<file path="config.mk">
export PLATFORM = sky130hd
export DESIGN_NAME = slot_hotplug_regs
export DESIGN_NICKNAME = d
export VERILOG_FILES = /design/src/rtl/slot_hp_pkg.sv /design/src/rtl/slot_hp_lowbit.sv /design/src/rtl/slot_hp_decode.sv /design/src/rtl/slot_hp_rdmux.sv /design/src/rtl/slot_hotplug_regs.sv
export SDC_FILE = /design/constraint.sdc
export NUM_CORES = 1
export LEC_CHECK = 0
export BUFFER_PORTS_ARGS = -buffer_cell sky130_fd_sc_hd__buf_2
export CORE_MARGIN = 2
export CORE_UTILIZATION = 30
export DETAILED_ROUTE_END_ITERATION = 16
export SETUP_SLACK_MARGIN = 0.3
export SYNTH_ARGS = -nofsm -noshare
export SYNTH_HDL_FRONTEND = slang
export SYNTH_SLANG_ARGS = --single-unit
</file>
<file path="constraint.sdc">
create_clock -name clk_i -period 3.04 [get_ports clk_i]
set_clock_uncertainty 0.2 [all_clocks]
set_input_delay 0.152 -clock clk_i [delete_from_list [all_inputs] [get_ports clk_i]]
set_output_delay 0.152 -clock clk_i [all_outputs]
set_load 0.01 [all_outputs]
</file>
<file path="src/rtl/slot_hp_pkg.sv">
package slot_hp_pkg;
  typedef enum logic [1:0] {
    EV_COLD   = 2'd0,
    EV_ADD    = 2'd1,
    EV_REMOVE = 2'd2
  } ev_kind_e;

  // word index = byte address [3:2]
  typedef enum logic [1:0] {
    SEL_UP    = 2'd0,
    SEL_DOWN  = 2'd1,
    SEL_EJECT = 2'd2,
    SEL_RMV   = 2'd3
  } reg_sel_e;

  typedef enum logic {
    ST_RUN   = 1'b0,
    ST_DRAIN = 1'b1
  } state_e;
endpackage

</file>
<file path="src/rtl/slot_hp_lowbit.sv">
module slot_hp_lowbit #(
  parameter int unsigned W = 32
) (
  input  logic [W-1:0] vec_i,
  output logic [W-1:0] bit_o
);
  assign bit_o = vec_i & (~vec_i + W'(1));
endmodule

</file>
<file path="src/rtl/slot_hp_decode.sv">
module slot_hp_decode
  import slot_hp_pkg::*;
#(
  parameter int unsigned NSLOT  = 32,
  localparam int unsigned SLOT_W = $clog2(NSLOT)
) (
  input  logic              ev_valid_i,
  input  logic [1:0]        ev_kind_i,
  input  logic [SLOT_W-1:0] ev_slot_i,
  input  logic              accept_i,
  output logic [NSLOT-1:0]  set_present_o,
  output logic [NSLOT-1:0]  set_down_o,
  output logic              gpe_o
);
  logic [NSLOT-1:0] hit_add;

  for (genvar s = 0; s < NSLOT; s++) begin : g_slot
    logic hit;
    assign hit              = ev_valid_i && accept_i && (ev_slot_i == SLOT_W'(s));
    assign set_present_o[s] = hit && (ev_kind_i == EV_ADD || ev_kind_i == EV_COLD);
    assign hit_add[s]       = hit && (ev_kind_i == EV_ADD);
    assign set_down_o[s]    = hit && (ev_kind_i == EV_REMOVE);
  end

  assign gpe_o = |hit_add || |set_down_o;
endmodule

</file>
<file path="src/rtl/slot_hp_rdmux.sv">
module slot_hp_rdmux
  import slot_hp_pkg::*;
#(
  parameter int unsigned NSLOT  = 32,
  parameter int unsigned DATA_W = 32
) (
  input  reg_sel_e          sel_i,
  input  logic [NSLOT-1:0]  present_i,
  input  logic [NSLOT-1:0]  enable_i,
  input  logic [NSLOT-1:0]  down_i,
  output logic [DATA_W-1:0] rdata_o
);
  always_comb begin
    rdata_o = '0;
    unique case (sel_i)
      SEL_UP:    rdata_o[NSLOT-1:0] = present_i & enable_i;
      SEL_DOWN:  rdata_o[NSLOT-1:0] = down_i;
      SEL_RMV:   rdata_o[NSLOT-1:0] = enable_i;
      default:   rdata_o = '0;
    endcase
  end
endmodule

</file>
<file path="src/rtl/slot_hotplug_regs.sv">
module slot_hotplug_regs
  import slot_hp_pkg::*;
#(
  parameter int unsigned NSLOT  = 32,
  parameter int unsigned DATA_W = 32,
  parameter int unsigned ADDR_W = 4,
  localparam int unsigned SLOT_W = $clog2(NSLOT),
  localparam int unsigned BE_W   = DATA_W / 8
) (
  input  logic              clk_i,
  input  logic              rst_ni,
  input  logic              plat_rst_i,
  input  logic [NSLOT-1:0]  fixed_mask_i,
  input  logic [NSLOT-1:0]  inventory_i,
  input  logic              ev_valid_i,
  input  logic [1:0]        ev_kind_i,
  input  logic [SLOT_W-1:0] ev_slot_i,
  input  logic              reg_valid_i,
  input  logic              reg_write_i,
  input  logic [ADDR_W-1:0] reg_addr_i,
  input  logic [BE_W-1:0]   reg_be_i,
  input  logic [DATA_W-1:0] reg_wdata_i,
  output logic [DATA_W-1:0] reg_rdata_o,
  output logic              busy_o,
  output logic              gpe_set_o,
  output logic [NSLOT-1:0]  remove_o
);
  state_e           state_q, state_d;
  logic [NSLOT-1:0] present_q, present_d;
  logic [NSLOT-1:0] enable_q, enable_d;
  logic [NSLOT-1:0] down_q, down_d;
  logic [NSLOT-1:0] set_present, set_down, ej_src, ej_bit;
  logic [DATA_W-1:0] rd_mux;
  logic             busy, acc_ok, eject_req, drain_done, gpe_hit;
  reg_sel_e         sel;

  assign busy   = (state_q == ST_DRAIN);
  assign busy_o = busy;
  assign sel    = reg_sel_e'(reg_addr_i[3:2]);
  assign acc_ok = reg_valid_i && !busy && (reg_be_i == '1) &&
                  (reg_addr_i[1:0] == 2'b00) && ((reg_addr_i >> 4) == '0);
  assign eject_req  = acc_ok && reg_write_i && (sel == SEL_EJECT);
  assign drain_done = busy && (down_q == '0);

  // drain reuses the eject path on the pending mask
  assign ej_src = busy ? down_q : (eject_req ? reg_wdata_i[NSLOT-1:0] : '0);

  slot_hp_lowbit #(.W(NSLOT)) u_lowbit (
    .vec_i (ej_src),
    .bit_o (ej_bit)
  );

  slot_hp_decode #(.NSLOT(NSLOT)) u_decode (
    .ev_valid_i    (ev_valid_i),
    .ev_kind_i     (ev_kind_i),
    .ev_slot_i     (ev_slot_i),
    .accept_i      (!busy),
    .set_present_o (set_present),
    .set_down_o    (set_down),
    .gpe_o         (gpe_hit)
  );

  slot_hp_rdmux #(.NSLOT(NSLOT), .DATA_W(DATA_W)) u_rdmux (
    .sel_i     (sel),
    .present_i (present_q),
    .enable_i  (enable_q),
    .down_i    (down_q),
    .rdata_o   (rd_mux)
  );

  always_comb begin
    down_d    = (down_q & ~ej_bit) | set_down;
    present_d = (present_q & ~(ej_bit & enable_q)) | set_present;
    enable_d  = enable_q;
    state_d   = state_q;
    if (drain_done) begin
      present_d = inventory_i;
      enable_d  = ~fixed_mask_i;
      state_d   = ST_RUN;
    end else if (plat_rst_i && !busy) begin
      state_d = ST_DRAIN;
    end
  end

  always_ff @(posedge clk_i or negedge rst_ni) begin
    if (!rst_ni) begin
      state_q     <= ST_DRAIN;
      present_q   <= '0;
      enable_q    <= '1;
      down_q      <= '0;
      reg_rdata_o <= '0;
      gpe_set_o   <= 1'b0;
      remove_o    <= '0;
    end else begin
      state_q     <= state_d;
      present_q   <= present_d;
      enable_q    <= enable_d;
      down_q      <= down_d;
      reg_rdata_o <= (acc_ok && !reg_write_i) ? rd_mux : '0;
      gpe_set_o   <= gpe_hit;
      remove_o    <= ej_bit & enable_q;
    end
  end
endmodule

</file>
==> out/qor.csv <==
stage;metric;value;unit
status;run status;completed;
sta;setup violators final;0;
final_layout;fillers;2518;
clock_tree;Worst-path clk slew;0.07;ns
final_layout;area grow syn2layout;48.3;%
floorplan;# IOs;183;
sta;final hold slack;0.00655;ns
final_layout;fin cells;1513;
yosys;Post-synth EDFFs;0;
flow_run;Max Cap Violations;0;
critical_path;CP arrival;3.15;ns
yosys;post-synth top area share;0.401;
pwr;Leakage;5.46;nW
clock_tree;Max clock buf depth;2;
place;Placed Instances;1361;
floorplan;Die Area;28100;um^2
yosys;top_reg_cell synth;dfrtp_1;
global_route;first-pass GRT wire length;48300;um
worst_hold_path;WHS Path Cells;4;
yosys;Mapped Avg Cell Area;9.58;um^2
clock_tree;CTS tree;done;
clock_tree;CTS H-tree depth;4;
sta;Fmax;332;MHz
floorplan;core area;26200;um^2
critical_path;CP Launch Type;flip-flop;
sta;fin crit period;3.01;ns
routing;wire per inst;21.3;um
sta;Fin. Hold Viols;0;
routing;post-route ant nets;0;
clock_tree;clk root buf;clkbuf_16;
sta;fin crit share;0.991;
critical_path;CP Capture Type;flip-flop;
yosys;Seq cells post-synth;162;
routing;Vias;8282;
routing;number of DRC markers in iteration 0;728;
final_layout;most frequent cells in the layout;buf_2 (181), dfrtp_1 (129), dlygate4sd3_1 (89);
place;HPWL Detailed;22000;um
clock_tree;CTS sink count;162;
critical_path;worst reg-to-reg setup slack;0.03;ns
yosys;Synth area leaders;dfrtp_1 (40%), dfstp_2 (11%), o21ai_0 (5.0%);
place;placed cell area;9690;um^2
global_route;overall routing resource usage;0.224;
floorplan;Die Width;168;um
floorplan;initial core utilization;0.307;
critical_path;R2R cell count;11;
worst_hold_path;worst hold endpoint;down_q[2]$_DFF_PN0_;
yosys;Synth area leader;dfrtp_1;
sta;unrepaired setup endpoints after global routing;true;
routing;vias per inst;5.47;
routing;DR DRC count;0;
yosys;syn_nets;957;
sta;Max Slew Vio Count;0;
floorplan;Die H;168;um
yosys;YS warnings;0;
final_layout;most common cell after layout, fill and taps aside;buf_2;
critical_path;critical path required time;3.18;ns
yosys;Synth cell types;68;
place;Port Buf Inserts;182;
pwr;Power Total;11.1;mW
global_route;vias in the first global route;8147;
critical_path;Max Fanout on Critical Path;3;
yosys;Mapped Cells;840;
yosys;synthesized cell area;8050;um^2
critical_path;CP Class;reg2reg;
worst_hold_path;HP Start;reg_wdata_i[2];
sta;Slew headroom;0.365;
routing;final WL;32300;um
floorplan;Rows;59;
clock_tree;number of CTS-inserted buffers;17;
pwr;peak supply drop;0.406;mV
routing;drt first pass iters;5;
critical_path;r2r startpoint;down_q[8]$_DFF_PN0_;
yosys;Seq/Total Area, Yosys;0.509;
critical_path;Worst R2R End;present_q[19]$_DFF_PN0_;
pwr;power per cell area;928;nW/um^2
clock_tree;clk_lat worst skew;0.44;ns
final_layout;share of layout cells above drive strength 1;0.368;
final_layout;Layout Nets;1280;
global_route;total grt overflow;0;
worst_hold_path;HP Class;in2reg;
sta;setup TNS;0;ns
place;GP Congestion;0.957;
global_route;initial antenna violation count;1;
sta;actual slew at the worst max-slew pin;0.945;ns
global_route;largest net degree at the start of global routing;67;
final_layout;post-route cell area;11900;um^2
yosys;Post-synth ARST share;1.00;
kinds of logic (layout without fill, tap and decap cells):
group | Yosys count | in the layout | share of synthesized area
flops | 162 | 162 | 0.509
other cells | 0 | 2 | 0
simple gates | 314 | 315 | 0.198
buf+inv | 77 | 412 | 0.0384
compound gates | 258 | 258 | 0.214
mux | 29 | 29 | 0.0406
worst max-delay path, cell delays in order, from the launching register on:
cell     delay (ns)
dfrtp_1        0.37
or4_4          0.54
or4_4          0.46
buf_4          0.16
buf_6          0.11
nor4_4         0.16
buf_4          0.17
and4_4         0.28
buf_6          0.13
or3_1          0.09
o21ai_1        0.05
a31oi_1        0.18
per-stage QoR:
| step | utilization | setup WS (ns) |
|---|---|---|
| 4_1_cts | 0.442 | 0.0582 |
| 3_3_place_gp | 0.370 | 0.0571 |
| 6_report | 0.455 | 0.0281 |
| 3_5_place_dp | 0.370 | 0.0332 |
| 2_1_floorplan | - | 0.266 |
| 5_1_grt | 0.455 | -0.0401 |
final cells by class:
cell class | instances | area (um^2) | share of cell area
sequential | 162 | 4100 | 0.343
multi-input combinational | 602 | 3960 | 0.332
timing repair buffer | 356 | 2750 | 0.230
clock buffer | 22 | 454 | 0.0381
tap | 335 | 419 | 0.0351
clock inverter | 10 | 158 | 0.0132
inverter | 24 | 90.1 | 0.00755
antenna | 2 | 5.00 | 0.000419
repair_timing:
| action | 4_1_cts | 5_1_grt |
|---|---|---|
| pin swaps | 10 | 17 |
| buffers inserted | 16 | 5 |
| hold buffers | 89 | 0 |
| gates cloned | 4 | 4 |
| hold endpoints to repair | 178 | 0 |
| endpoints found under the setup margin | 88 | 104 |
| resized for setup | 68 | 61 |
cell usage after synthesis, types with 6 or more instances:
cell type  count
dfrtp_1      129
nand2_1       93
nor2_1        93
o21ai_0       80
a21oi_1       44
clkbuf_1      38
a32oi_1       35
dfstp_2       33
mux2_2        29
inv_1         23
nor3_1        21
nand3_1       17
a22o_1        16
o21ai_1       13
or3_1         11
buf_2         10
nor4_1        10
and3_1         8
nand2b_1       8
o21a_1         8
nor2b_1        7
o211ai_1       7
a22oi_1        6
and2_1         6
nand4_1        6
o2bb2ai_1      6
o31ai_1        6
state kept, by name, indices dropped and copies added (netlist names):
signal,flops
busy_o,1
reg_rdata_o,32
gpe_set_o,1
enable_q,32
remove_o,32
down_q,32
present_q,32
per-layer routing:
metal	GRT usage	up-vias	share of wire
li1	-	3747	-
met3	0.0541	64	0.073
met4	0.0870	0	0.031
met5	0	-	0
met2	0.365	386	0.47
met1	0.289	4085	0.42
power by group:
group | internal, mW | total (mW) | switching, mW
Combinational | 2.61 | 5.44 | 2.83
Sequential | 2.87 | 3.33 | 0.462
Clock | 1.39 | 2.31 | 0.915
worst max path at each step:
| stage | slack [ns] | endpoint | cells past startpoint | start |
|---|---|---|---|---|
| 6_report | 0.03 | present_q[19]$_DFF_PN0_ | 11 | down_q[8]$_DFF_PN0_ |
| 5_1_grt | -0.04 | down_q[31]$_DFF_PN0_ | 8 | down_q[8]$_DFF_PN0_ |
| 4_1_cts | 0.06 | down_q[31]$_DFF_PN0_ | 8 | down_q[8]$_DFF_PN0_ |
| 3_5_place_dp | 0.03 | down_q[31]$_DFF_PN0_ | 8 | down_q[8]$_DFF_PN0_ |
| 3_3_place_gp | 0.06 | down_q[31]$_DFF_PN0_ | 8 | down_q[8]$_DFF_PN0_ |
| 2_1_floorplan | 0.27 | present_q[27]$_DFF_PN0_ | 7 | down_q[8]$_DFF_PN0_ |
Note: power is estimated with default switching activity, not from simulation.
